$ cat src/rtl/i2c_tgt_pkg.sv
package i2c_tgt_pkg;
  typedef enum logic [2:0] {
    S_IDLE, S_ADDR, S_SUB, S_WDAT, S_ACK, S_TX, S_MACK
  } tgt_state_t;

  typedef enum logic [1:0] {
    K_ADDR, K_SUB, K_WDAT
  } ack_kind_t;
endpackage

$ cat src/rtl/i2c_line_sync.sv
module i2c_line_sync #(
  parameter int LINES  = 2,
  parameter int STAGES = 2
) (
  input  logic             clk,
  input  logic             rst_n,
  input  logic [LINES-1:0] raw,
  output logic [LINES-1:0] cur,
  output logic [LINES-1:0] prv
);
  for (genvar g = 0; g < LINES; g++) begin : g_line
    logic [STAGES:0] sh;
    always_ff @(posedge clk or negedge rst_n) begin
      if (!rst_n) sh <= '1;
      else        sh <= {sh[STAGES-1:0], raw[g]};
    end
    assign cur[g] = sh[STAGES-1];
    assign prv[g] = sh[STAGES];
  end
endmodule

$ cat src/rtl/i2c_bus_events.sv
module i2c_bus_events (
  input  logic scl,
  input  logic sda,
  input  logic scl_p,
  input  logic sda_p,
  output logic scl_rise,
  output logic scl_fall,
  output logic start_det,
  output logic stop_det
);
  always_comb begin
    scl_rise  = scl & ~scl_p;
    scl_fall  = ~scl & scl_p;
    start_det = scl & scl_p & sda_p & ~sda;
    stop_det  = scl & scl_p & ~sda_p & sda;
  end
endmodule

$ cat src/rtl/i2c_tgt_ctrl.sv
module i2c_tgt_ctrl
  import i2c_tgt_pkg::*;
#(
  parameter int         AW      = 7,
  parameter int         DW      = 8,
  parameter logic [5:0] ADDR_HI = 6'b001100
) (
  input  logic          clk,
  input  logic          rst_n,
  input  logic          strap,
  input  logic          sda,
  input  logic          scl_rise,
  input  logic          scl_fall,
  input  logic          start_det,
  input  logic          stop_det,
  output logic          sda_oe,
  output logic [AW-1:0] reg_addr,
  output logic [DW-1:0] reg_wdata,
  output logic          reg_we,
  input  logic [DW-1:0] reg_rdata
);
  localparam int CW = $clog2(DW + 1);
  localparam logic [CW-1:0] FULL = CW'(DW);
  localparam logic [CW-1:0] LAST = CW'(DW - 1);

  tgt_state_t    st;
  ack_kind_t     kind;
  logic [CW-1:0] cnt;
  logic [DW-1:0] rx_sr, tx_sr;
  logic [AW-1:0] ptr;
  logic          inc, rw, mack;

  assign reg_addr  = ptr;
  assign reg_wdata = rx_sr;

  always_ff @(posedge clk or negedge rst_n) begin
    if (!rst_n) begin
      st <= S_IDLE; kind <= K_ADDR; cnt <= '0;
      rx_sr <= '0; tx_sr <= '0; ptr <= '0;
      inc <= 1'b0; rw <= 1'b0; mack <= 1'b0;
      sda_oe <= 1'b0; reg_we <= 1'b0;
    end else begin
      reg_we <= 1'b0;
      if (start_det) begin
        st <= S_ADDR; cnt <= '0; sda_oe <= 1'b0;
      end else if (stop_det) begin
        st <= S_IDLE; sda_oe <= 1'b0;
      end else begin
        case (st)
          S_ADDR, S_SUB, S_WDAT: begin
            if (scl_rise && cnt != FULL) begin
              rx_sr <= {rx_sr[DW-2:0], sda};
              cnt   <= cnt + 1'b1;
            end else if (scl_fall && cnt == FULL) begin
              cnt <= '0;
              case (st)
                S_ADDR: begin
                  if (rx_sr[7:1] == {ADDR_HI, strap}) begin
                    rw <= rx_sr[0]; kind <= K_ADDR;
                    sda_oe <= 1'b1; st <= S_ACK;
                  end else begin
                    st <= S_IDLE;
                  end
                end
                S_SUB: begin
                  ptr <= rx_sr[AW-1:0]; inc <= rx_sr[DW-1];
                  kind <= K_SUB; sda_oe <= 1'b1; st <= S_ACK;
                end
                default: begin
                  reg_we <= 1'b1; kind <= K_WDAT;
                  sda_oe <= 1'b1; st <= S_ACK;
                end
              endcase
            end
          end
          S_ACK: begin
            if (scl_fall) begin
              sda_oe <= 1'b0;
              case (kind)
                K_ADDR: begin
                  if (rw) begin
                    tx_sr <= reg_rdata; sda_oe <= ~reg_rdata[DW-1];
                    cnt <= '0; st <= S_TX;
                  end else begin
                    st <= S_SUB;
                  end
                end
                K_SUB: st <= S_WDAT;
                default: begin
                  if (inc) ptr <= ptr + AW'(1);
                  st <= S_WDAT;
                end
              endcase
            end
          end
          S_TX: begin
            if (scl_fall) begin
              if (cnt == LAST) begin
                sda_oe <= 1'b0; st <= S_MACK;
              end else begin
                tx_sr  <= {tx_sr[DW-2:0], 1'b0};
                sda_oe <= ~tx_sr[DW-2];
                cnt    <= cnt + 1'b1;
              end
            end
          end
          S_MACK: begin
            if (scl_rise) begin
              mack <= ~sda;
              if (inc) ptr <= ptr + AW'(1);
            end else if (scl_fall) begin
              if (mack) begin
                tx_sr <= reg_rdata; sda_oe <= ~reg_rdata[DW-1];
                cnt <= '0; st <= S_TX;
              end else begin
                st <= S_IDLE;
              end
            end
          end
          default: ;
        endcase
      end
    end
  end
endmodule

$ cat src/rtl/i2c_reg_target.sv
module i2c_reg_target #(
  parameter int         AW      = 7,
  parameter int         DW      = 8,
  parameter int         SYNC    = 2,
  parameter logic [5:0] ADDR_HI = 6'b001100
) (
  input  logic          clk,
  input  logic          rst_n,
  input  logic          addr_strap,
  input  logic          scl_i,
  input  logic          sda_i,
  output logic          sda_oe,
  output logic [AW-1:0] reg_addr,
  output logic [DW-1:0] reg_wdata,
  output logic          reg_we,
  input  logic [DW-1:0] reg_rdata
);
  logic [1:0] ln_cur, ln_prv;
  logic scl_s, sda_s, scl_rise, scl_fall, start_det, stop_det;

  i2c_line_sync #(.LINES(2), .STAGES(SYNC)) u_sync (
    .clk(clk), .rst_n(rst_n), .raw({sda_i, scl_i}),
    .cur(ln_cur), .prv(ln_prv)
  );

  assign scl_s = ln_cur[0];
  assign sda_s = ln_cur[1];

  i2c_bus_events u_evt (
    .scl(scl_s), .sda(sda_s), .scl_p(ln_prv[0]), .sda_p(ln_prv[1]),
    .scl_rise(scl_rise), .scl_fall(scl_fall),
    .start_det(start_det), .stop_det(stop_det)
  );

  i2c_tgt_ctrl #(.AW(AW), .DW(DW), .ADDR_HI(ADDR_HI)) u_ctrl (
    .clk(clk), .rst_n(rst_n), .strap(addr_strap), .sda(sda_s),
    .scl_rise(scl_rise), .scl_fall(scl_fall),
    .start_det(start_det), .stop_det(stop_det),
    .sda_oe(sda_oe), .reg_addr(reg_addr), .reg_wdata(reg_wdata),
    .reg_we(reg_we), .reg_rdata(reg_rdata)
  );
endmodule

$ cat config.mk
export PLATFORM = sky130hd
export DESIGN_NAME = i2c_reg_target
export DESIGN_NICKNAME = d
export VERILOG_FILES = /design/src/rtl/i2c_tgt_pkg.sv /design/src/rtl/i2c_line_sync.sv /design/src/rtl/i2c_bus_events.sv /design/src/rtl/i2c_tgt_ctrl.sv /design/src/rtl/i2c_reg_target.sv
export SDC_FILE = /design/constraint.sdc
export NUM_CORES = 1
export LEC_CHECK = 0
export CAP_MARGIN = 20
export CORE_ASPECT_RATIO = 0.75
export CORE_MARGIN = 1.5
export CORE_UTILIZATION = 59
export CTS_CLUSTER_DIAMETER = 60
export DETAILED_ROUTE_END_ITERATION = 10
export GPL_TIMING_DRIVEN = 0
export HOLD_SLACK_MARGIN = 0.1
export PLACE_DENSITY = 0.83
export SKIP_CTS_REPAIR_TIMING = 1
export SLEW_MARGIN = 20
export SYNTH_ARGS = -nofsm -noshare
export SYNTH_HDL_FRONTEND = slang
export SYNTH_SLANG_ARGS = --single-unit
$ cat constraint.sdc
create_clock -name clk -period 3.4 [get_ports clk]
set_clock_uncertainty 0.1 [all_clocks]
set_input_delay 0.68 -clock clk [delete_from_list [all_inputs] [get_ports clk]]
set_output_delay 0.68 -clock clk [all_outputs]
set_load 0.02 [all_outputs]
==> results.yml <==
status:
  status: "finished clean"
layout:
  drive_above_1_share_pct: 18.75
  mostFrequentLayoutCells: "36 x dfrtp_1, 28 x clkdlybuf4s50_1, 27 x nand2_1"
  areaGrowthSynthToFinish_pct: 21.50
  layout_commonest_cell: "dfrtp_1"
  post-route-util_pct: 74.65
  fin_nets: 271
  nFillCells: 262
  antenna_cells: 0
  final_cells: 308
sta:
  maxSlewHeadroom_pct: 60.56
  timing.final.crit_period_ns: 2.207
  whs_ns: 0.1679
  tightestPinTransition_ns: 0.5866
  setup_viol: 0
  maxSlewViolCount: 0
  setup-tns-final_ns: 0
  fin_ws_ns: 1.193
  period_share_pct: 64.90
  max_freq_mhz: 453.2
  finalHoldViolations: 0
  rsz0062_at_grt: "no"
synthesis:
  yosysTopAreaCellShare_pct: 40.31
  syn_area_per_cell_um2: 10.25
  syn_nets: 234
  netlist_area_um2: 2235
  synthArstFlopShare_pct: 100.0
  ys_types: 55
  synth.largest_area_cell: "dfrtp_1"
  ys.flop_type: "dfrtp_1"
  synth_edf_count: 0
  ys_seq_area_share_pct: 47.37
  synth_area_leaders: "dfrtp_1 40%, dfstp_2 7.1%, mux2_2 4.5%"
  netlist_instances: 218
  synth-seq-cells: 42
  yosys_warnings: 0
routing:
  totalWireLength_um: 4976
  first_pass_iters: 4
  vias: 1828
  drc: 0
  wl_per_cell_um: 16.16
  postRouteAntennaNets: 0
  first_iter_violations: 299
  post_drt_via_cell_ratio: 5.935
setup_path:
  slowest_stage: "clkdlybuf4s50_1"
  crit_chain: "clkdlybuf4s50_1"
  cp_top_family: "buffers and inverters"
  path_class: "flip-flop to output pin"
  crit_required_ns: 2.62
  cp-start-kind: "flip-flop"
  critPathCaptureType: "output pin"
  critical_path.max_fanout: 5
  slowest_delay_ns: 0.68
  crit_arrival_ns: 1.43
  path_buf_inv: 1
  rrSetupSlack_ns: 1.33
flow_run:
  cap_viol_max_count: 0
power_and_ir_drop:
  p_sw_uw: 390.6
  peakVddDrop_mv: 0.4464
  p_leak_uw: 0.001182
  power_density_nw_per_um2: 484.0
  switching_share_pct: 29.73
  p_int_uw: 923.5
  power.share.combinational_pct: 22.6
  p_clk_share_pct: 29.6
  seqPwrFrac_pct: 47.8
floorplan:
  die_w_um: 74.07
  num_io_pins: 30
  die-area_um2: 4169
  rows: 19
  die_h_um: 56.30
  core_region_area_um2: 3637
  start_util_pct: 61.44
cts:
  cts_root_buffer: "clkbuf_8"
  cts_tree: "built"
  cts_max_level: 2
  cts_made_buffers: 5
  clk_pin_slew_ns: 0.08
  cts_buffer_depth: 2
  cts_num_sinks: 42
  insertion_delay_ns: 0.30
placed_design:
  port_buffers: 29
  post-place-ws_ns: 1.047
  gp_congestion: 0.8345
  hpwl_um: 3503
  dp_cells: 300
global_routing:
  antenna_found_initial: 0
  grt_pass1_wl_um: 8183
  grt_pass1_vias: 1629
  grt_max_degree: 31
  gr-total-overflow: 0
  track_usage_pct: 26.49
worst_hold_path:
  hold_path.class: "input port to asynchronous set/reset pin"
-- metrics by stage --
stage	power [uW]	cell area, um^2
floorplan	771.1	2235
global placement	916.1	2590
detailed placement	929.3	2605
CTS	1317	2715
global route	1368	2715
finish	1314	2715
-- kinds of logic (layout without fill, tap and decap cells) --
logic type	count (synthesis)	in the layout	share of synthesized area (%)
compound gates	61	61	18.65
simple gates	78	78	19.21
xor+xnor	2	2	0.7840
fa+ha+maj	3	3	1.680
mux	18	18	8.791
flops	42	42	47.37
buf+inv	14	52	3.527
-- path summary, 6_finish.rpt --
kind	end	depth (start not counted)	start
setup / recovery	reg_wdata[3]	1	u_ctrl.reg_wdata[3]
hold / removal	u_ctrl.reg_addr[4]	1	rst_n
setup reg to reg	u_ctrl.cnt[0]	6	u_ctrl.cnt[0]
hold reg to reg	u_sync.g_line[0].sh[1]	0	u_sync.g_line[0].sh[0]
max in group asynchronous	u_sync.g_line[1].sh[2]	2	rst_n
min in group clk	u_sync.g_line[0].sh[1]	0	u_sync.g_line[0].sh[0]
-- Yosys cell counts (2+ instances only) --
library cell	count
ha_1	3
nor3b_1	2
nand2_1	27
nor2_2	2
buf_2	3
buf_4	2
a21oi_1	12
dfrtp_1	36
inv_1	6
mux2_2	9
xnor2_1	2
nand4b_1	2
o22ai_1	3
a31oi_1	3
nand3_1	4
o21ai_0	18
nor2_1	9
dfstp_2	6
nand2b_1	11
mux2i_1	8
o21ba_2	2
and3b_1	2
nor3_1	2
nand3b_1	4
a211oi_1	2
a21o_1	2
o31ai_1	3
a21oi_2	4
buf_6	2
nor4_1	2
-- power by group through the flow --
stage          clock network, uW  logic (uW)  registers [uW]
2_1_floorplan                  0         111             660
3_3_place_gp                   0         286             630
3_5_place_dp                   0         296             634
4_1_cts                      394         298             625
5_1_grt                      416         315             637
6_report                     389         297             628
-- registers in the layout, indices dropped and copies added, names as in the netlist --
signal            cells
u_ctrl.cnt            4
u_ctrl.inc            1
u_ctrl.kind           2
u_ctrl.mack           1
u_ctrl.reg_addr       7
u_ctrl.reg_wdata      8
u_ctrl.reg_we         1
u_ctrl.rw             1
u_ctrl.sda_oe         1
u_ctrl.st             3
u_ctrl.tx_sr          7
u_sync.g_line.sh      6
-- area by class of cell --
class                   instances  area, um^2  share of cell area (%)
plain buffers                   8       56.30                   2.074
clock buffers                   6       72.57                   2.673
clock inverters                 2       37.54                   1.382
inverters                       6       22.52                  0.8295
multi-input cells             162        1097                   40.41
flip-flops and latches         42        1059                   38.99
well taps                      52       65.06                   2.396
repair buffers                 30       305.3                   11.24
-- per-layer routing --
layer	global-route usage [%]	share of wire, %
met4	7.672	1.4
met5	0	0
met1	39.50	45
met3	5.566	8.0
met2	39.03	46
No activity file was read; power rests on OpenSTA's default activity.
